### src/rtl/remap_pkg.sv
package remap_pkg;
    localparam int N_DIM  = 3;
    localparam int DIM_W  = 7;
    localparam int OFF_W  = 3;
    localparam int PERM_W = 3;
    localparam int FLD_STRIDE = DIM_W + 1;
    localparam int PERM_LSB   = N_DIM * FLD_STRIDE;
    localparam int SHAPE_W    = 32;
    localparam int IDX_W      = N_DIM * DIM_W + 1;
    localparam int N_PERM     = 6;

    typedef logic [DIM_W-1:0] dim_t;
    typedef logic [N_DIM-1:0][DIM_W-1:0] cnt_t;
    typedef logic [N_DIM-1:0][1:0] ord_t;

    typedef struct packed {
        cnt_t               lim;
        logic [OFF_W-1:0]   offs;
        logic [PERM_W-1:0]  perm;
    } shape_t;

    function automatic ord_t perm_order(input logic [PERM_W-1:0] p);
        ord_t o;
        case (p)
            3'd1:    begin o[0] = 2'd0; o[1] = 2'd2; o[2] = 2'd1; end
            3'd2:    begin o[0] = 2'd1; o[1] = 2'd0; o[2] = 2'd2; end
            3'd3:    begin o[0] = 2'd1; o[1] = 2'd2; o[2] = 2'd0; end
            3'd4:    begin o[0] = 2'd2; o[1] = 2'd0; o[2] = 2'd1; end
            3'd5:    begin o[0] = 2'd2; o[1] = 2'd1; o[2] = 2'd0; end
            default: begin o[0] = 2'd0; o[1] = 2'd1; o[2] = 2'd2; end
        endcase
        return o;
    endfunction
endpackage

### src/rtl/remap_shape_dec.sv
module remap_shape_dec
    import remap_pkg::*;
(
    input  logic [SHAPE_W-1:0] word_i,
    output shape_t             cfg_o,
    output logic               bad_o
);
    for (genvar g = 0; g < N_DIM; g++) begin : g_field
        assign cfg_o.lim[g]  = word_i[g*FLD_STRIDE +: DIM_W];
        assign cfg_o.offs[g] = word_i[g*FLD_STRIDE + DIM_W];
    end
    assign cfg_o.perm = word_i[PERM_LSB +: PERM_W];
    assign bad_o      = (cfg_o.perm >= PERM_W'(N_PERM));
endmodule

### src/rtl/remap_ctr_step.sv
module remap_ctr_step
    import remap_pkg::*;
(
    input  shape_t cfg_i,
    input  cnt_t   cnt_i,
    output cnt_t   nxt_o,
    output logic   last_o
);
    ord_t ord;
    logic carry;

    always_comb begin
        ord   = perm_order(cfg_i.perm);
        nxt_o = cnt_i;
        carry = 1'b1;
        for (int k = 0; k < N_DIM; k++) begin
            if (carry) begin
                if (cnt_i[ord[k]] == cfg_i.lim[ord[k]]) begin
                    nxt_o[ord[k]] = '0;
                end else begin
                    nxt_o[ord[k]] = cnt_i[ord[k]] + 1'b1;
                    carry         = 1'b0;
                end
            end
        end
        last_o = carry;
    end
endmodule

### src/rtl/remap_idx_calc.sv
module remap_idx_calc
    import remap_pkg::*;
(
    input  shape_t           cfg_i,
    input  cnt_t             cnt_i,
    output logic [IDX_W-1:0] idx_o
);
    logic [IDX_W-1:0] xs, ys, plane;

    always_comb begin
        xs    = IDX_W'(cfg_i.lim[0]) + IDX_W'(1);
        ys    = IDX_W'(cfg_i.lim[1]) + IDX_W'(1);
        plane = xs * ys;
        idx_o = IDX_W'(cfg_i.offs) + IDX_W'(cnt_i[0])
              + IDX_W'(cnt_i[1]) * xs
              + IDX_W'(cnt_i[2]) * plane;
    end
endmodule

### src/rtl/remap_index_gen.sv
module remap_index_gen
    import remap_pkg::*;
(
    input  logic               clk,
    input  logic               rst_n,
    input  logic [SHAPE_W-1:0] shape_i,
    input  logic               start_i,
    input  logic               step_i,
    output logic [IDX_W-1:0]   idx_o,
    output logic               valid_o,
    output logic               last_o,
    output logic               err_o
);
    typedef struct packed {
        shape_t cfg;
        cnt_t   cnt;
        logic   act;
        logic   err;
    } st_t;

    st_t    st_d, st_q;
    shape_t dec_cfg;
    logic   dec_bad;
    cnt_t   cnt_nxt;
    logic   at_last;

    remap_shape_dec u_dec (
        .word_i (shape_i),
        .cfg_o  (dec_cfg),
        .bad_o  (dec_bad)
    );

    remap_ctr_step u_step (
        .cfg_i  (st_q.cfg),
        .cnt_i  (st_q.cnt),
        .nxt_o  (cnt_nxt),
        .last_o (at_last)
    );

    remap_idx_calc u_idx (
        .cfg_i  (st_q.cfg),
        .cnt_i  (st_q.cnt),
        .idx_o  (idx_o)
    );

    always_comb begin
        st_d = st_q;
        if (start_i) begin
            if (dec_bad) begin
                st_d.err = 1'b1;
                st_d.act = 1'b0;
            end else begin
                st_d.cfg = dec_cfg;
                st_d.cnt = '0;
                st_d.act = 1'b1;
                st_d.err = 1'b0;
            end
        end else if (step_i && st_q.act) begin
            st_d.cnt = cnt_nxt;
            if (at_last) st_d.act = 1'b0;
        end
    end

    always_ff @(posedge clk) begin
        if (!rst_n) st_q <= '0;
        else        st_q <= st_d;
    end

    assign valid_o = st_q.act;
    assign last_o  = st_q.act & at_last;
    assign err_o   = st_q.err;

    a_r7_last_only_when_valid: assert property (@(posedge clk) disable iff (!rst_n)
        last_o |-> valid_o);

    a_r9_err_excludes_valid: assert property (@(posedge clk) disable iff (!rst_n)
        err_o |-> !valid_o);

    a_r2_start_at_origin: assert property (@(posedge clk) disable iff (!rst_n)
        (start_i && !dec_bad) |=> (valid_o && idx_o == IDX_W'($past(dec_cfg.offs))));

    a_r8_final_step_ends: assert property (@(posedge clk) disable iff (!rst_n)
        (last_o && step_i && !start_i) |=> (!valid_o && idx_o == IDX_W'(st_q.cfg.offs)));

    a_r7_midwalk_continues: assert property (@(posedge clk) disable iff (!rst_n)
        (valid_o && !last_o && !start_i) |=> valid_o);

    a_r10_idle_holds: assert property (@(posedge clk) disable iff (!rst_n)
        (!valid_o && !start_i) |=> ($stable(idx_o) && !valid_o));
endmodule

### config.mk
export PLATFORM = sky130hd
export DESIGN_NAME = remap_index_gen
export DESIGN_NICKNAME = d
export VERILOG_FILES = /design/src/rtl/remap_pkg.sv /design/src/rtl/remap_shape_dec.sv /design/src/rtl/remap_ctr_step.sv /design/src/rtl/remap_idx_calc.sv /design/src/rtl/remap_index_gen.sv
export SDC_FILE = /design/constraint.sdc
export NUM_CORES = 1
export LEC_CHECK = 0
export BUFFER_PORTS_ARGS = -buffer_cell sky130_fd_sc_hd__buf_2
export CAP_MARGIN = 20
export CORE_UTILIZATION = 50
export CTS_BUF_LIST = sky130_fd_sc_hd__clkbuf_8 sky130_fd_sc_hd__clkbuf_16
export CTS_CLUSTER_SIZE = 14
export DETAILED_ROUTE_END_ITERATION = 10
export GPL_ROUTABILITY_DRIVEN = 0
export GPL_TIMING_DRIVEN = 0
export PLACE_DENSITY = 0.77
export SLEW_MARGIN = 0
export SYNTH_ARGS = -nofsm -noshare
export SYNTH_HDL_FRONTEND = slang
export SYNTH_SLANG_ARGS = --single-unit
### constraint.sdc
create_clock -name clk -period 12.11 [get_ports clk]
set_clock_uncertainty 0.2 [all_clocks]
set_input_delay 0.6055 -clock clk [delete_from_list [all_inputs] [get_ports clk]]
set_output_delay 0.6055 -clock clk [all_outputs]
set_load 0.01 [all_outputs]
After elaboration in Yosys (flattened, before gate mapping) --
Cells that the tools add are included. Widths: inputs -> output; s select.
Storage, ports and cells: output and inout port bits 25, word-level logic and storage cells 91, input port bits 36, register bits 50
Operators by class: $add $sub $neg 8, multiplexer cells 37, multipliers 3, bitwise gates (word level) 8, reductions and logical operators 9, magnitude comparators 7, equality and inequality tests 9
Operator list (number):
- $mux 21 | 6
- $bmux 7 s2 | 6
- $and 21x21->21 | 3
- $bwmux 21 | 3
- $mux 7 | 9
- $not 21->21 | 3
- $add 22x22->22 | 2
- $mul 7x22->22 | 2
- $mux 22 | 2
- $demux 7 s2 | 3
- $pmux 6 s5 | 1
- $mul 22x22->22 | 1
- $add 7x1->7 const B | 3
- $eq 7x7->1 | 3
- $add 7x1->8 const B | 2
- $lt 2x3->1 const B | 3
- $add 3x7->8 | 1
- $eq 3x2->1 const B | 2
- $eq 3x3->1 const B | 2
- $ge 2x1->1 const B | 3
- $mux 1 | 6
- $reduce_and 2->1 | 3
- $logic_and 1x1->1 | 4
- $reduce_bool 2->1 | 2
- other kinds (6) | 6

Longest topological paths before layout --
depth in word-level cells 17, gate-level depth with buffers 40, mapped depth without buffers 39

Hierarchy --
Synthesis repeated with hierarchy kept, for this count alone.
Unflattened totals: cells, all modules 1710, area total of the unflattened synthesis 14473.9 um^2
By module, submodules not included:
- remap_idx_calc | times used 1, area an instance 8868.5 um^2, cells each 1027, seq. area each 0.0 um^2
- remap_ctr_step | times used 1, area an instance 3140.5 um^2, cells each 431, seq. area each 0.0 um^2
- remap_index_gen | times used 1, area an instance 2255.9 um^2, cells each 224, seq. area each 1001.0 um^2
- remap_shape_dec | times used 1, area an instance 209.0 um^2, cells each 28, seq. area each 0.0 um^2

Least setup slack after synthesis --
Ideal clock, no wire load.
path kind flip-flop to output port, from register st_q[31] (netlist name), to output port idx_o[20], stages on the path, launching flop included 38, path buffers 2, required time 11.304 ns, setup slack 1.533 ns, arrival 9.771 ns, cells stage by stage dfxtp_1 > clkbuf_1 > nand3_1 > nor2_1 > xnor2_1 > clkbuf_1 > nor2_1 > fa_1 > fa_1 > fa_1 > inv_1 > fa_1 > inv_1 > ha_1 > a211oi_1 > o31ai_1 > a21oi_1 > xnor2_1 > (+2 left out) > inv_1 > fa_1 > inv_1 > fa_1 > inv_1 > fa_1 > inv_1 > fa_1 > inv_1 > fa_1 > inv_1 > ha_1 > a21o_1 > a21o_1 > a21oi_1 > nor3b_1 > a211oi_1 > o311ai_0
Between the ends: cells in the longest elaborated chain, start to end 4, elaborated cells on any way between the ends 6, classes of those cells 3 x add/sub; 3 x mul
RTL lines:
- start: declaration | line remap_index_gen.sv:21 | st_t st_d, st_q;
- start signal: assignment | line remap_index_gen.sv:66 | else st_q <= st_d;
- $add 7x1->8 (*) | line remap_idx_calc.sv:11 | xs = IDX_W'(cfg_i.lim[0]) + IDX_W'(1);
- $mul 22x22->22 or $mul 7x22->22 (tied branches) | line remap_idx_calc.sv:13, remap_idx_calc.sv:15
- $mul 7x22->22 or $add 22x22->22 (tied branches) | line remap_idx_calc.sv:16, remap_idx_calc.sv:15
- $add 22x22->22 (*) | line remap_idx_calc.sv:16 | + IDX_W'(cnt_i[2]) * plane;
- end: declaration | line remap_index_gen.sv:9 | output logic [IDX_W-1:0] idx_o,
Every way passes the cells marked *; elsewhere a longest branch is shown, timed or not.

Final worst setup path --
from register st_q[29] (netlist name), to output port idx_o[21]
Same word-level chain as after synthesis.

==> run_results.csv <==
group,metric,value,unit
clock_tree,cts_tree,"yes",
cells_and_area,fill_cells,2392,
timing,finalHoldViolCount,0,
placed_design,placed_cells,2054,
timing,fin_ws,0.3829,ns
yosys,synthTopCellsByArea,"fa_1, ha_1, dfxtp_1",
grt,grt_pass1_vias,11890,
worst_setup_path,end_kind,"primary output",
worst_hold_path,min_path_cells,2,
die,core_area,0.02635,mm^2
cells_and_area,instances_no_fill,2058,
die,die_h,166.9,um
cells_and_area,area_delta_synth_final,7.550,%
run,maxCapViolations,0,
cells_and_area,seqCellArea,0.001005,mm^2
power_and_ir_drop,p_switching,0.2614,mW
timing,maxSlewHeadroom,0.4103,
yosys,synthCells,1664,
worst_setup_path,startpoint_type,"flip-flop",
die,start_util,0.5156,
grt,antenna_found_initial,0,
run_status,status,"finished, final reports clean",
timing,worst_pin_slew,0.8599,ns
worst_setup_path,cpMostUsedCell,"fa_1",
power_and_ir_drop,irDropWorstVdd,64.45,uV
placed_design,dp_slack,-0.04537,ns
yosys,synth_area_leader_cell,"fa_1",
route,num_vias,12250,
grt,grt_max_degree,18,
power_and_ir_drop,leakagePower,7.090,nW
timing,layout_min_cycle_time,11.73,ns
die,std_cell_rows,59,
yosys,netlist_area,0.01359,mm^2
power_and_ir_drop,power.density,42.68,mW/mm^2
power_and_ir_drop,p_seq_frac,0.291,
yosys,synth.net_count,2015,
worst_setup_path,critPathMaxFanout,10,
yosys,post-synth-top-count-cell,"inv_1",
cells_and_area,diodes,0,
timing,setup_violations,0,
yosys,synth_seq_cells,50,
route,first_pass_iters,11,
clock_tree,cts.sinks,50,
clock_tree,htree_levels,2,
worst_setup_path,critical_path_required,11.30,ns
worst_setup_path,slowest_stage,"fa_1",
die,die_w,166.9,um
die,ios,61,
yosys,post_synth.cell_area_avg,8.167,um^2
power_and_ir_drop,combPwrFrac,0.437,
yosys,yosysTopAreaCellShare,0.2563,
yosys,synth_cell_types,84,
clock_tree,clockBufferDepth,2,
power_and_ir_drop,p_int,0.3624,mW
timing,fmax,85.27,MHz
clock_tree,holdBufCountCts,0,
route,dr_wl_met3,3.875,mm
cells_and_area,layout-drive-gt1-share,0.08474,
placed_design,portBuffers,55,
route,dr_wl_met2,16.60,mm
worst_setup_path,reg2reg_depth,15,
timing,final.hold.worst_slack,0.2635,ns
power_and_ir_drop,p_clk_frac,0.272,
cells_and_area,multi_input_area,0.01139,mm^2
grt,grtUsageTotal,0.2729,
yosys,async_reset_ff_frac,0,
worst_setup_path,critPathKind,"flip-flop to primary output",
timing,finalCritPeriodShare,0.9684,
grt,grt_pass1_wl,60.96,mm
route,avgRoutedWirePerCell,18.48,um
route,maxUsedRoutingLayer,"met5",
worst_setup_path,cp_data_arrival_time,10.92,ns
clock_tree,clkSlewWorstSetupHoldPaths,0.07,ns
yosys,synth_ff_type,"dfxtp_1",
grt,overflow,0,
worst_hold_path,worstHoldPathType,"flip-flop to flip-flop",
yosys,synthTopCellsByCount,"inv_1, fa_1, nand2_1",
power_and_ir_drop,switching_share,0.4190,
worst_setup_path,cpPeakStageDelay,0.54,ns
clock_tree,cts_made_buffers,5,
route,drt_wl_total,38.03,mm
route,drc,0,
yosys,seq_area_frac_synth,0.07366,
yosys,synth_edf_count,0,
placed_design,dp_hpwl,30.54,mm
route,drtIter0Drc,1477,
yosys,ys_warn_count,0,
timing,slew_violations,0,
cells_and_area,nets,2073,
die,die_area,0.02784,mm^2
clock_tree,clk_latency,0.30,ns
route,via_per_inst,5.953,
route,drt.antenna.violating_nets,0,
clock_tree,root_buffer,"clkbuf_16",
route,met1_length,16.05,mm
[state kept, by name (all words and copies together), names as in the netlist]
register,count
err_o,1
st_q,48
valid_o,1
[power by group through the flow]
stage	Sequential [mW]	Clock (mW)	Combinational, mW
floorplan	0.178	0	0.188
global placement	0.181	0	0.255
detailed placement	0.181	0	0.259
CTS	0.179	0.167	0.260
global route	0.182	0.175	0.291
finish	0.182	0.170	0.272
[critical path, delay by kind of cell (launching register included)]
family | cells | cell delay [ns]
compound gates | 7 | 1.61
xor+xnor | 3 | 1.06
fa+ha+maj | 12 | 5.54
buf+inv | 10 | 0.85
flops | 1 | 0.43
simple gates | 6 | 1.12
[layout make-up]
class / count / area share
Clock inverter: 3 / 0.003253
Sequential cell: 50 / 0.06874
Inverter: 254 / 0.06523
Clock buffer: 5 / 0.008561
Buffer: 85 / 0.02757
Timing Repair Buffer: 55 / 0.01883
Tap cell: 335 / 0.02868
Multi-Input combinational cell: 1271 / 0.7791
[timing repair]
action                     CTS  global route
setup endpoints to repair    2             6
setup buffers                0             0
pin swaps                    0             0
gates cloned                 0             0
gates resized for setup      5            32
[through the flow]
step	setup TNS [ns]	power, mW	instance area [um^2]	utilization
2_1_floorplan	0	0.3659	13590	-
3_3_place_gp	0	0.4361	14280	0.5420
3_5_place_dp	-0.04537	0.4402	14280	0.5420
4_1_cts	0	0.6057	14470	0.5492
5_1_grt	-0.02703	0.6482	14620	0.5546
6_report	0	0.6238	14620	0.5546
[cells by family (layout without fill, tap and decap cells)]
family / count (synthesis) / count (layout) / share of synthesized area
multiplexers: 24 / 24 / 0.01777
XOR/XNOR: 84 / 84 / 0.05709
AO/OA/AOI/OAI: 309 / 309 / 0.1578
AND/OR/NAND/NOR: 539 / 539 / 0.2072
buffers and inverters: 343 / 402 / 0.1004
adder cells (fa/ha/maj): 315 / 315 / 0.3862
flip-flops: 50 / 50 / 0.07366
[path summary, 6_finish.rpt]
path	startpoint	endpoint	slack, ns
worst max register to register	st_q[24]$_SDFFE_PN0P_	st_q[21]$_SDFFE_PN0P_	7.31
worst min-delay path	err_o$_SDFFE_PN0P_	err_o$_SDFFE_PN0P_	0.26
worst min register to register	err_o$_SDFFE_PN0P_	err_o$_SDFFE_PN0P_	0.26
worst max-delay path	st_q[29]$_SDFFE_PN0P_	idx_o[21]	0.38
[per-layer routing]
metal / vias up / GRT usage
met5: - / 0
met1: 5855 / 0.3724
met4: 6 / 0.08655
met3: 152 / 0.06345
met2: 646 / 0.4264
li1: 5592 / -
[placed cells by master, fill, tap and decap left out, types with 32 or more instances in the layout]
cell	Yosys	final
dfxtp_1	50	47
ha_1	141	141
nand2_1	145	145
a21oi_1	71	71
buf_2	14	69
xnor2_1	49	40
clkbuf_1	60	53
fa_1	174	174
and2_1	120	120
nor2_1	99	98
o21ai_0	45	43
inv_1	250	250
a211oi_1	33	32
Power figures use the tool's default switching activity.
